`config.mk`:
```
export PLATFORM = sky130hd
export DESIGN_NAME = regbus_xcvr
export DESIGN_NICKNAME = d
export VERILOG_FILES = /design/src/rtl/regbus_xcvr_pkg.sv /design/src/rtl/regbus_xcvr_rise.sv /design/src/rtl/regbus_xcvr_store.sv /design/src/rtl/regbus_xcvr_lane.sv /design/src/rtl/regbus_xcvr.sv
export SDC_FILE = /design/constraint.sdc
export NUM_CORES = 1
export LEC_CHECK = 0
export CAP_MARGIN = 20
export CORE_AREA = 4 4 80 82
export CTS_CLUSTER_SIZE = 25
export DETAILED_ROUTE_END_ITERATION = 8
export DIE_AREA = 0 0 84 86
export GPL_TIMING_DRIVEN = 1
export PLACE_DENSITY = 0.8
export SKIP_LAST_GASP = 1
export SLEW_MARGIN = 25
export SYNTH_ARGS = -nofsm -noshare
export SYNTH_HDL_FRONTEND = slang
export SYNTH_SLANG_ARGS = --single-unit
```
`constraint.sdc`:
```
create_clock -name clk -period 2 [get_ports clk]
set_input_delay 0.4 -clock clk [delete_from_list [all_inputs] [get_ports clk]]
set_output_delay 0.4 -clock clk [all_outputs]
set_load 0.02 [all_outputs]
```
`src/rtl/regbus_xcvr_pkg.sv`:
```
package regbus_xcvr_pkg;

  typedef enum logic [1:0] {
    LANE_ISOLATE = 2'd0,
    LANE_DRIVE_A = 2'd1,
    LANE_DRIVE_B = 2'd2
  } lane_mode_e;

  // Lane drive mode from reset, active-low enable and direction.
  function automatic lane_mode_e decode_mode(input logic rst, input logic oe_n, input logic dir);
    if (rst || oe_n) return LANE_ISOLATE;
    else if (dir)    return LANE_DRIVE_B;
    else             return LANE_DRIVE_A;
  endfunction

  // A strobe rise: high now, low at the previous sample.
  function automatic logic strobe_rose(input logic now_v, input logic before_v);
    return now_v & ~before_v;
  endfunction

endpackage

```
`src/rtl/regbus_xcvr_rise.sv`:
```
module regbus_xcvr_rise
  import regbus_xcvr_pkg::*;
#(
  parameter int N = 2
) (
  input  logic         clk,
  input  logic         rst,
  input  logic [N-1:0] strobe_i,
  output logic [N-1:0] rise_o
);

  logic [N-1:0] prev_q;

  // Follows the strobe through reset too, so a level held over reset
  // release is not taken as a fresh rise.
  always_ff @(posedge clk) begin
    prev_q <= strobe_i;
  end

  for (genvar i = 0; i < N; i++) begin : g_bit
    assign rise_o[i] = ~rst & strobe_rose(strobe_i[i], prev_q[i]);
  end

endmodule

```
`src/rtl/regbus_xcvr_store.sv`:
```
module regbus_xcvr_store #(
  parameter int W = 8
) (
  input  logic         clk,
  input  logic         rst,
  input  logic         load_i,
  input  logic [W-1:0] d_i,
  output logic [W-1:0] q_o
);

  always_ff @(posedge clk) begin
    if (rst)         q_o <= '0;
    else if (load_i) q_o <= d_i;
  end

endmodule

```
`src/rtl/regbus_xcvr_lane.sv`:
```
module regbus_xcvr_lane
  import regbus_xcvr_pkg::*;
#(
  parameter int W = 8
) (
  input  logic         clk,
  input  logic         rst,
  input  lane_mode_e   mode_i,
  input  logic         sel_ab_i,
  input  logic         sel_ba_i,
  input  logic         cap_a_i,
  input  logic         cap_b_i,
  input  logic [W-1:0] a_in_i,
  input  logic [W-1:0] b_in_i,
  output logic [W-1:0] a_out_o,
  output logic [W-1:0] a_en_o,
  output logic [W-1:0] b_out_o,
  output logic [W-1:0] b_en_o,
  output logic [W-1:0] a_q_o,
  output logic [W-1:0] b_q_o
);

  logic         a_drive;
  logic         b_drive;
  logic [W-1:0] a_src;
  logic [W-1:0] b_src;

  regbus_xcvr_store #(.W(W)) a_store_i (
    .clk(clk), .rst(rst), .load_i(cap_a_i), .d_i(a_in_i), .q_o(a_q_o)
  );

  regbus_xcvr_store #(.W(W)) b_store_i (
    .clk(clk), .rst(rst), .load_i(cap_b_i), .d_i(b_in_i), .q_o(b_q_o)
  );

  assign a_drive = (mode_i == LANE_DRIVE_A);
  assign b_drive = (mode_i == LANE_DRIVE_B);

  assign a_src = sel_ba_i ? b_q_o : b_in_i;
  assign b_src = sel_ab_i ? a_q_o : a_in_i;

  assign a_out_o = a_drive ? a_src : '0;
  assign b_out_o = b_drive ? b_src : '0;
  assign a_en_o  = {W{a_drive}};
  assign b_en_o  = {W{b_drive}};

endmodule

```
`src/rtl/regbus_xcvr.sv`:
```
module regbus_xcvr
  import regbus_xcvr_pkg::*;
#(
  parameter int LANES  = 2,
  parameter int LANE_W = 8
) (
  input  logic                     clk,
  input  logic                     rst,
  input  logic [LANES-1:0]         oe_n,
  input  logic [LANES-1:0]         dir,
  input  logic [LANES-1:0]         cap_ab,
  input  logic [LANES-1:0]         cap_ba,
  input  logic [LANES-1:0]         sel_ab,
  input  logic [LANES-1:0]         sel_ba,
  input  logic [LANES*LANE_W-1:0]  a_in,
  output logic [LANES*LANE_W-1:0]  a_out,
  output logic [LANES*LANE_W-1:0]  a_en,
  input  logic [LANES*LANE_W-1:0]  b_in,
  output logic [LANES*LANE_W-1:0]  b_out,
  output logic [LANES*LANE_W-1:0]  b_en
);

  localparam int W = LANES * LANE_W;

  // Named internal events for the checker.
  logic [LANES-1:0] a_cap_evt;
  logic [LANES-1:0] b_cap_evt;
  logic [W-1:0]     a_store;
  logic [W-1:0]     b_store;

  regbus_xcvr_rise #(.N(LANES)) ab_rise_i (
    .clk(clk), .rst(rst), .strobe_i(cap_ab), .rise_o(a_cap_evt)
  );

  regbus_xcvr_rise #(.N(LANES)) ba_rise_i (
    .clk(clk), .rst(rst), .strobe_i(cap_ba), .rise_o(b_cap_evt)
  );

  for (genvar g = 0; g < LANES; g++) begin : g_lane
    lane_mode_e mode;
    assign mode = decode_mode(rst, oe_n[g], dir[g]);

    regbus_xcvr_lane #(.W(LANE_W)) lane_i (
      .clk     (clk),
      .rst     (rst),
      .mode_i  (mode),
      .sel_ab_i(sel_ab[g]),
      .sel_ba_i(sel_ba[g]),
      .cap_a_i (a_cap_evt[g]),
      .cap_b_i (b_cap_evt[g]),
      .a_in_i  (a_in[g*LANE_W +: LANE_W]),
      .b_in_i  (b_in[g*LANE_W +: LANE_W]),
      .a_out_o (a_out[g*LANE_W +: LANE_W]),
      .a_en_o  (a_en[g*LANE_W +: LANE_W]),
      .b_out_o (b_out[g*LANE_W +: LANE_W]),
      .b_en_o  (b_en[g*LANE_W +: LANE_W]),
      .a_q_o   (a_store[g*LANE_W +: LANE_W]),
      .b_q_o   (b_store[g*LANE_W +: LANE_W])
    );
  end

endmodule

```
==> run metrics, run 1 <==
Seq pwr share 0.442; Cells after Synth 255; vias in the first global route 2118; Layout Cells excl Fill around 430; Synth Flop Type dfxtp_1; DRC viols 0; cts bufs inserted 5; slew at the pin closest to its max-slew limit 0.335 ns; Root Buffer clkbuf_8; top cells by count, synth 36 x dfxtp_1, 32 x buf_4, 32 x mux2i_1, 32 x nand2b_1, 24 x nor2_2; ratio of cells with drive above 1 in the final layout 0.387; Final Slew Violations 0; H-tree Lvls 2; Final Core Density 0.603; Area after DPL between 0.003 and 0.004 mm²; FFs w/ async S/R, synth 0; IO buf count around 110; min-delay src g_lane[0].lane_i.a_store_i.q_o[4]$_SDFFE_PP0P_; post-synth top area cell dfxtp_1; yosys warns 0; post-synth net total approximately 300; antenna fix cells 0; Clock Skew around 0.0011 ns; PwrDens 508 mW/mm²; GR Overflow Total 0; Mapped Avg Cell Area 9.18 µm²; worst path bufs/invs 3; hold slack final around 0.46 ns; Comb pwr share 0.258; sequential area share after synthesis 0.308; critical path capture point type output port; Critical Path Source oe_n[1]; Worst-path clk slew ~0.07 ns; Die Height approximately 86 µm; Post-Place Worst Slack -0.741 ns; R2R Path End g_lane[0].lane_i.b_store_i.q_o[2]$_SDFFE_PP0P_; RePlAce Congestion approximately 0.7; WS Path Type in -> out; Reg2Reg Depth 2; Pint 1.29 mW; Design Area, Final ~0.0035 mm²; die outline width 84 µm; final hold violations 0; post-synthesis instance area ~0.0023 mm²; status finished clean; final worst slack roughly 0.063 ns; CP max FO 5; total placed cells including tap cells 425; 1st-iter DRT viols 57; drt first pass iters 4; TritonCTS clock tree built; Post-synth EDFFs 0; clk sink count 36; Reg2Reg Setup Slack ~0.96 ns; Final Power roughly 1.8 mW; CP required around 1.6 ns; core area roughly 0.0057 mm²; CP dominant cell by count buf_4; maximum clock path buffer count 2; final worst-path cycle share 0.969; P&R area growth vs syn 48.0%; critical path data arrival time between 1.5 and 2 ns; WL/cell approximately 14 µm; maximum vdd drop 0.000350 V; Worst setup endpoint a_out[11]; number of max-cap violations 0; Max-slew headroom 0.776; pin count of the biggest net entering global routing 33; Yosys reg bits 36; number of setup buffers added after CTS 0; Crit path largest cell delay approximately 0.43 ns; Synth top area share 0.308; switching pwr around 0.48 mW; crit path cell chain dlygate4sd2_1 > or3_4 > buf_4 > nor2_2 > buf_4; f_max 516 MHz; starting density of the core 0.407; row count 28; startpoint types input port; Boundary Pins 110; dpl hpwl ~4400 µm; Reg-to-Reg Start ba_rise_i.prev_q[0]$_DFF_P_; Slowest-stage cell, CP or3_4; Synth area leaders dfxtp_1 31%, mux2i_1 14%, buf_4 10%; most frequent cell after synthesis dfxtp_1; Overall Global Routing Usage 0.165; worst skew pair latency 0.28 ns; Final min period 1.94 ns; hold buffers post-CTS 0; post-synth cell types 19; vias 2118; leakage about 1.5 nW; final WL ~5900 µm; Setup Total Neg Slack 0 ns; Switching Share 0.270; ANT nets after route 0; Clk pwr share 0.300; initial antenna violation count 0; Nets approximately 400; # setup viols final 0; first-pass GRT wire length about 9900 µm; die area 0.00722 mm²; Via density ~4.9; Worst path depth 5; RSZ-0062 raised after global routing no; Crit path max-delay family buffers and inverters; worst hold path type reg -> reg
repair_timing:
| item | in CTS | in global routing |
|---|---|---|
| endpoints found under the setup margin | 64 | 20 |
| resized for setup | 280 | 11 |
| cloned | 1 | 0 |
| pin swaps | 3 | 0 |
routing by layer:
| metal | up-vias | global-route usage | routed length, µm |
|---|---|---|---|
| met5 | - | 0 | 0 |
| met4 | 0 | 0.0439 | 63 |
| met3 | 8 | 0.0480 | 366 |
| met2 | 68 | 0.284 | 2920 |
| met1 | 971 | 0.202 | 2590 |
| li1 | 1071 | - | - |
worst min-delay path: cells and delay by family, from the launching register on:
kind,cells,cell delay [ns]
DFF,1,0.31
and+or+nand+nor,1,0.06
AOI/OAI and AO/OA,1,0.05
registers in the layout, summed over array words and instances (netlist names):
name / count
g_lane.lane_i.b_store_i.q_o: 16
ab_rise_i.prev_q: 2
ba_rise_i.prev_q: 2
g_lane.lane_i.a_store_i.q_o: 16
power by group through the flow:
stage | Combinational [mW] | Clock (mW) | Sequential (mW)
detailed placement | 0.465 | 0 | 0.794
global placement | 0.458 | 0 | 0.793
CTS | 0.458 | 0.549 | 0.777
floorplan | 0.252 | 0 | 0.786
global route | 0.491 | 0.573 | 0.783
finish | 0.455 | 0.528 | 0.778
worst min path at each step:
| stage | to | slack, ns | cells after the start |
|---|---|---|---|
| after CTS | g_lane[0].lane_i.a_store_i.q_o[4]$_SDFFE_PP0P_ | 0.47 | 2 |
| after floorplan | ab_rise_i.prev_q[0]$_DFF_P_ | 0.43 | 0 |
| after global routing | g_lane[0].lane_i.b_store_i.q_o[4]$_SDFFE_PP0P_ | 0.49 | 2 |
| after global placement | g_lane[0].lane_i.b_store_i.q_o[3]$_SDFFE_PP0P_ | 0.45 | 2 |
| after detailed placement | g_lane[0].lane_i.a_store_i.q_o[4]$_SDFFE_PP0P_ | 0.45 | 2 |
| final | g_lane[0].lane_i.a_store_i.q_o[4]$_SDFFE_PP0P_ | 0.46 | 2 |
final cells by class:
| type | instances | area [µm²] |
|---|---|---|
| Clock buffer | 8 | 90.1 |
| Fill cell | 543 | 2280 |
| Inverter | 4 | 17.5 |
| Multi-Input combinational cell | 169 | 1330 |
| Sequential cell | 36 | 721 |
| Tap cell | 75 | 93.8 |
| Timing Repair Buffer | 142 | 1210 |
cells in the final DEF (no fill, tap or decap):
master,instances
or3b_4,3
inv_4,1
nor2_2,22
inv_2,3
or4bb_1,15
dfxtp_1,36
o21ai_0,15
mux2i_2,1
nor2_4,2
nand2b_1,32
buf_4,43
clkbuf_1,2
clkdlybuf4s15_2,16
or3_4,2
buf_2,29
buf_12,2
buf_6,8
nor2_1,8
mux2i_4,1
o21ai_1,17
dlygate4sd2_1,4
nand4bb_1,17
clkdlybuf4s50_1,40
mux2i_1,30
clkbuf_8,6
nor2b_1,4
kinds of logic after synthesis:
family / Yosys count / share of synthesized area
buffers and inverters: 51 / 0.147
and+or+nand+nor: 104 / 0.340
DFF: 36 / 0.308
AOI/OAI and AO/OA: 32 / 0.0684
muxes: 32 / 0.137
Power figures use the tool's default switching activity.
==> inputs of run 2 (changes only) <==
--- a/config.mk
+++ b/config.mk
@@ -6,12 +6,12 @@
 export NUM_CORES = 1
 export LEC_CHECK = 0
 export CAP_MARGIN = 20
-export CORE_AREA = 4 4 80 82
+export CORE_AREA = 4 4 85 87
 export CTS_CLUSTER_SIZE = 25
 export DETAILED_ROUTE_END_ITERATION = 8
-export DIE_AREA = 0 0 84 86
+export DIE_AREA = 0 0 89 91
 export GPL_TIMING_DRIVEN = 1
-export PLACE_DENSITY = 0.8
+export PLACE_DENSITY = 0.75
 export SKIP_LAST_GASP = 1
 export SLEW_MARGIN = 25
 export SYNTH_ARGS = -nofsm -noshare
==> constraint.sdc (replaced) <==
create_clock -name clk -period 1.6 [get_ports clk]
set_input_delay 0.32 -clock clk [delete_from_list [all_inputs] [get_ports clk]]
set_output_delay 0.32 -clock clk [all_outputs]
set_load 0.02 [all_outputs]
==> run 2 against run 1 <==
  * Register-to-register slack got worse by 0.41 ns
  * Clock power rose by 27%
  * Die area rose by 12%
  * Setup slack got worse by 0.036 ns
  * Worst hold slack improved by 0.0069 ns
  * Sequential share of layout area fell by 1.1 points
  * First-iteration DRC count fell by 25%
  * Utilization fell by 2.6 points
  * Cell area rose by 5.7%
  * Sequential cell count did not move
  * Critical path type unchanged
  * Critical endpoint is now a_out[12]
==> run metrics, run 2 (synthesized netlist as in run 1, its figures left out) <==
Root Buffer clkbuf_8; vias in the first global route 2092 (-1.2%); Overall Global Routing Usage 0.154 (-0.0107); Area after DPL 0.00350 mm² (+0.79%); final hold violations 0 (unchanged); initial antenna violation count 0 (unchanged); H-tree Lvls 2 (unchanged); 1st-iter DRT viols 43 (-25%); most frequent cells in the layout 37 x buf_2, 36 x dfxtp_1, 36 x clkdlybuf4s50_1; Worst-path clk slew 0.07 ns (about the same); die outline width 89 µm (+6.0%); Slowest-stage cell, CP or3_4; Max-slew headroom 0.827 (+0.0506); dpl hpwl 4520 µm (+1.8%); hold slack final 0.471 ns (+0.00695 ns); crit path cell chain buf_2 > or3_4 > buf_8 > nor2_4 > buf_6; CP required 1.28 ns (-0.32 ns); Nets 404 (unchanged); switching pwr 0.650 mW (+37%); critical path data arrival time 1.25 ns (-0.29 ns); Top Registers g_lane.lane_i.a_store_i.q_o: 16 flops, g_lane.lane_i.b_store_i.q_o: 16 flops; Final Core Density 0.577 (-0.0263); final worst-path cycle share 0.983; Switching Share 0.285 (+0.0150); Pint 1.63 mW (+27%); ratio of cells with drive above 1 in the final layout 0.429 (+0.0418); cts bufs inserted 5 (unchanged); total placed cells including tap cells 427 (+0.47%); Boundary Pins 110 (unchanged); GR Overflow Total 0 (unchanged); clk sink count 36 (unchanged); Final Power 2.28 mW (+29%); maximum vdd drop 0.000373 V (+6.5%); slew at the pin closest to its max-slew limit 0.253 ns (-0.0821 ns); core area 0.00635 mm² (+11%); antenna fix cells 0 (unchanged); Comb pwr share 0.276 (+0.018); IO buf count 109 (unchanged); starting density of the core 0.369 (-0.0388); status finished clean; critical path capture point type output port; final WL 6170 µm (+3.9%); worst skew pair latency 0.28 ns (about the same); most common cell after layout, fill and taps aside buf_2; worst path bufs/invs 3 (unchanged); leakage 1.53 nW (+3.7%); number of max-cap violations 0 (unchanged); vias 2089 (-1.4%); Reg2Reg Setup Slack 0.55 ns (-0.41 ns); number of setup buffers added after CTS 0 (unchanged); Clock Skew 0.00888 ns (+0.00782 ns); ANT nets after route 0 (unchanged); P&R area growth vs syn 56.4%; first-pass GRT wire length 10200 µm (+3.1%); WL/cell 14.2 µm (+3.4%); CP max FO 4 (-1); Seq pwr share 0.430 (-0.012); final worst slack 0.0267 ns (-0.0359 ns); drt first pass iters 4 (unchanged); Die Height 91 µm (+5.8%); Via density 4.79 (-1.8%); startpoint types input port; f_max 636 MHz; Design Area, Final 0.00366 mm² (+5.7%); PwrDens 622 mW/mm² (+22%); die area 0.00810 mm² (+12%); WS Path Type in -> out; Layout Cells excl Fill 436 (+0.46%); Setup Total Neg Slack 0 ns (unchanged); Final Slew Violations 0 (unchanged); RSZ-0062 raised after global routing no; worst hold path type reg -> reg; TritonCTS clock tree built; Final min period about 1.6 ns; maximum clock path buffer count 2 (unchanged); Crit path largest cell delay 0.43 ns (about the same); hold buffers post-CTS 0 (unchanged); Clk pwr share 0.294 (-0.006); Crit path max-delay family simple AND/OR/NAND/NOR gates; pin count of the biggest net entering global routing 33 (unchanged); # setup viols final 0 (unchanged); RePlAce Congestion 0.757 (+5.6%); DRC viols 0 (unchanged); row count 29 (+3.6%); Post-Place Worst Slack -1.01 ns (-0.272 ns)
## run 2: metal layers
metal  wire length (µm)  global-route usage
met3                459              0.0308
met2               3020               0.259
met1               2630               0.200
met4                 63              0.0397
met5                  0                   0
## run 2: final cells by class
cell class / count / area (µm²)
sequential: 36 / 721
inverter: 4 / 17.5
tap: 77 / 96.3
fill: 592 / 2690
clock buffer: 6 / 82.6
multi-input combinational: 169 / 1510
timing repair buffer: 142 / 1230
clock inverter: 2 / 10.0
## run 2: what timing repair did
item,in CTS,in global routing
gates resized for setup,377,12
cloned,1,0
pin swaps,14,4
endpoints found under the setup margin,64,25
## run 2: worst register-to-register path, stage by stage (launching register included)
cell	delay [ns]
dfxtp_1	0.39
or4bb_1	0.49
o21ai_1	0.10
## run 2: power by group through the flow
stage	Sequential, mW	Clock [mW]	Combinational (mW)
4_1_cts	0.979	0.698	0.626
5_1_grt	0.986	0.726	0.674
2_1_floorplan	0.983	0	0.316
6_report	0.979	0.670	0.629
3_5_place_dp	0.993	0	0.589
3_3_place_gp	0.991	0	0.582
## run 2: worst paths after layout
check	cells past startpoint	endpoint	start
worst max-delay path	5	a_out[12]	dir[1]
worst min-delay path	2	g_lane[1].lane_i.a_store_i.q_o[0]$_SDFFE_PP0P_	g_lane[1].lane_i.a_store_i.q_o[0]$_SDFFE_PP0P_
worst max register to register	2	g_lane[1].lane_i.a_store_i.q_o[7]$_SDFFE_PP0P_	ab_rise_i.prev_q[1]$_DFF_P_
worst min register to register	2	g_lane[1].lane_i.a_store_i.q_o[0]$_SDFFE_PP0P_	g_lane[1].lane_i.a_store_i.q_o[0]$_SDFFE_PP0P_
==> inputs of run 3 (changes only) <==
--- a/config.mk
+++ b/config.mk
@@ -6,12 +6,12 @@
 export NUM_CORES = 1
 export LEC_CHECK = 0
 export CAP_MARGIN = 20
-export CORE_AREA = 4 4 85 87
+export CORE_AREA = 4 4 87 89
 export CTS_CLUSTER_SIZE = 25
 export DETAILED_ROUTE_END_ITERATION = 8
-export DIE_AREA = 0 0 89 91
+export DIE_AREA = 0 0 91 93
 export GPL_TIMING_DRIVEN = 1
-export PLACE_DENSITY = 0.75
+export PLACE_DENSITY = 0.72
 export SKIP_LAST_GASP = 1
 export SLEW_MARGIN = 25
 export SYNTH_ARGS = -nofsm -noshare
==> run 3 against run 2 <==
  * The run now ends with setup timing left
  * Utilization is 1.3 points lower
  * Cell area up 3.9%
  * Largest cell class unchanged
  * Wire length fell by 0.94%
  * Critical endpoint is now b_out[0]
  * Worst hold slack got worse by 0.070 ns
  * Clock power up 18%
  * Critical path type unchanged
  * Global-route usage shrank 0.90 points
==> run metrics, run 3 (synthesized netlist as in run 1, its figures left out) <==
vias in the first global route 2157 (+3.1%); final WL 6120 µm (-0.94%); cts bufs inserted 5 (unchanged); maximum vdd drop 0.000315 V (-16%); maximum clock path buffer count 2 (unchanged); CP max FO 6 (+2); worst skew pair latency 0.29 ns (about the same); Clock Skew 0.00356 ns (-0.00532 ns); clk sink count 36 (unchanged); H-tree Lvls 2 (unchanged); P&R area growth vs syn 62.6%; DRC viols 0 (unchanged); Boundary Pins 110 (unchanged); Reg2Reg Depth 2 (unchanged); pin count of the biggest net entering global routing 63 (+91%); Via density 4.75 (-0.93%); initial antenna violation count 0 (unchanged); number of max-cap violations 0 (unchanged); antenna fix cells 0 (unchanged); Final Core Density 0.563 (-0.0134); row count 30 (+3.4%); dpl hpwl 4390 µm (-2.7%); hold path depth 4 (+2); final worst-path cycle share 1.01 (+0.0313); ratio of cells with drive above 1 in the final layout 0.470 (+0.0406); starting density of the core 0.346 (-0.0222); die outline width 91 µm (+2.2%); Overall Global Routing Usage 0.145 (-0.00901); Die Height 93 µm (+2.2%); Worst-path clk slew 0.07 ns (about the same); hold slack final 0.401 ns (-0.0696 ns); RePlAce Congestion 0.739 (-2.3%); Final min period 1.62 ns (+0.0501 ns); area of the multi-input gates 0.00156 mm² (+3.7%); Max-slew headroom 0.703 (-0.124); Nets 407 (+0.74%); critical path data arrival time 1.30 ns (+0.05 ns); final hold violations 0 (unchanged); f_max 616 MHz (-3.1%); TritonCTS clock tree built; Design Area, Final 0.00381 mm² (+3.9%); die area 0.00846 mm² (+4.5%); IO buf count 109 (unchanged); most frequent cells in the layout 36 x dfxtp_1, 36 x clkdlybuf4s50_1, 36 x buf_2; RSZ-0062 raised after global routing yes; GR Overflow Total 0 (unchanged); # setup viols final 6 (+6); status complete, but fails checks; WL/cell 13.8 µm (-2.3%); failing checks setup timing; Post-Place Worst Slack -0.934 ns (+0.0792 ns); 1st-iter DRT viols 36 (-16%); leakage 1.56 nW (+1.7%); first-pass GRT wire length 10100 µm (-0.68%); WS Path Type in -> out; worst hold path type in -> reg; PwrDens 638 mW/mm² (+2.5%); Area after DPL 0.00351 mm² (+0.39%); slew at the pin closest to its max-slew limit 0.445 ns (+0.193 ns); FF/Latch Area 721 µm² (unchanged); Top Registers g_lane.lane_i.a_store_i.q_o: 16 flops, g_lane.lane_i.b_store_i.q_o: 16 flops; core area 0.00676 mm² (+6.4%); ANT nets after route 0 (unchanged); critical path capture point type output port; filler instances 657 (+11%); Final Slew Violations 0 (unchanged); Root Buffer clkbuf_8; drt first pass iters 4 (unchanged); CP required 1.28 ns (about the same); vias 2098 (+0.43%); startpoint types input port; final worst slack -0.0234 ns (-0.0501 ns)
## run 3: cell type report
| class | count | area share |
|---|---|---|
| timing repair buffer | 146 | 0.341 |
| sequential | 36 | 0.189 |
| tap | 80 | 0.0263 |
| clock inverter | 2 | 0.00920 |
| multi-input combinational | 168 | 0.411 |
| clock buffer | 6 | 0.0191 |
| inverter | 4 | 0.00460 |
## run 3: layer usage
layer	GRT usage	up-vias	wire [µm]
li1	-	1068	-
met3	0.0459	6	413
met1	0.170	959	2490
met5	0	-	0
met2	0.259	65	3170
met4	0.0327	0	46
## run 3: final timing paths
kind | end | slack, ns | from
max | b_out[0] | -0.02 | rst
max reg2reg | g_lane[1].lane_i.a_store_i.q_o[0]$_SDFFE_PP0P_ | 0.57 | ab_rise_i.prev_q[1]$_DFF_P_
min | g_lane[0].lane_i.a_store_i.q_o[3]$_SDFFE_PP0P_ | 0.40 | rst
min reg2reg | g_lane[0].lane_i.b_store_i.q_o[3]$_SDFFE_PP0P_ | 0.47 | g_lane[0].lane_i.b_store_i.q_o[3]$_SDFFE_PP0P_
## run 3: critical path, stage by stage
cell	delay [ns]
buf_8	0.10
buf_6	0.11
or3b_4	0.40
buf_12	0.17
nor2_4	0.08
buf_6	0.12
## run 3: metrics by stage
step / TNS [ns] / total power, mW / instances
after detailed placement: -62.52 / 1.58 / 433
after global routing: -0.494 / 2.54 / 442
after floorplan: 0 / 1.30 / 255
final: -0.0998 / 2.43 / 442
after global placement: -59.73 / 1.58 / 433
after CTS: -0.588 / 2.44 / 441
## run 3: repair_timing
| item | in CTS | in global routing |
|---|---|---|
| pin swaps | 25 | 3 |
| setup endpoints to repair | 66 | 34 |
| resized for setup | 409 | 7 |
| hold buffers | 0 | 0 |
| buffers inserted | 0 | 1 |
## run 3: power breakdown
part	leakage [nW]	internal [mW]	switching, mW
Clock	0.0552	0.463	0.329
Combinational	1.21	0.357	0.299
Sequential	0.296	0.941	0.0372
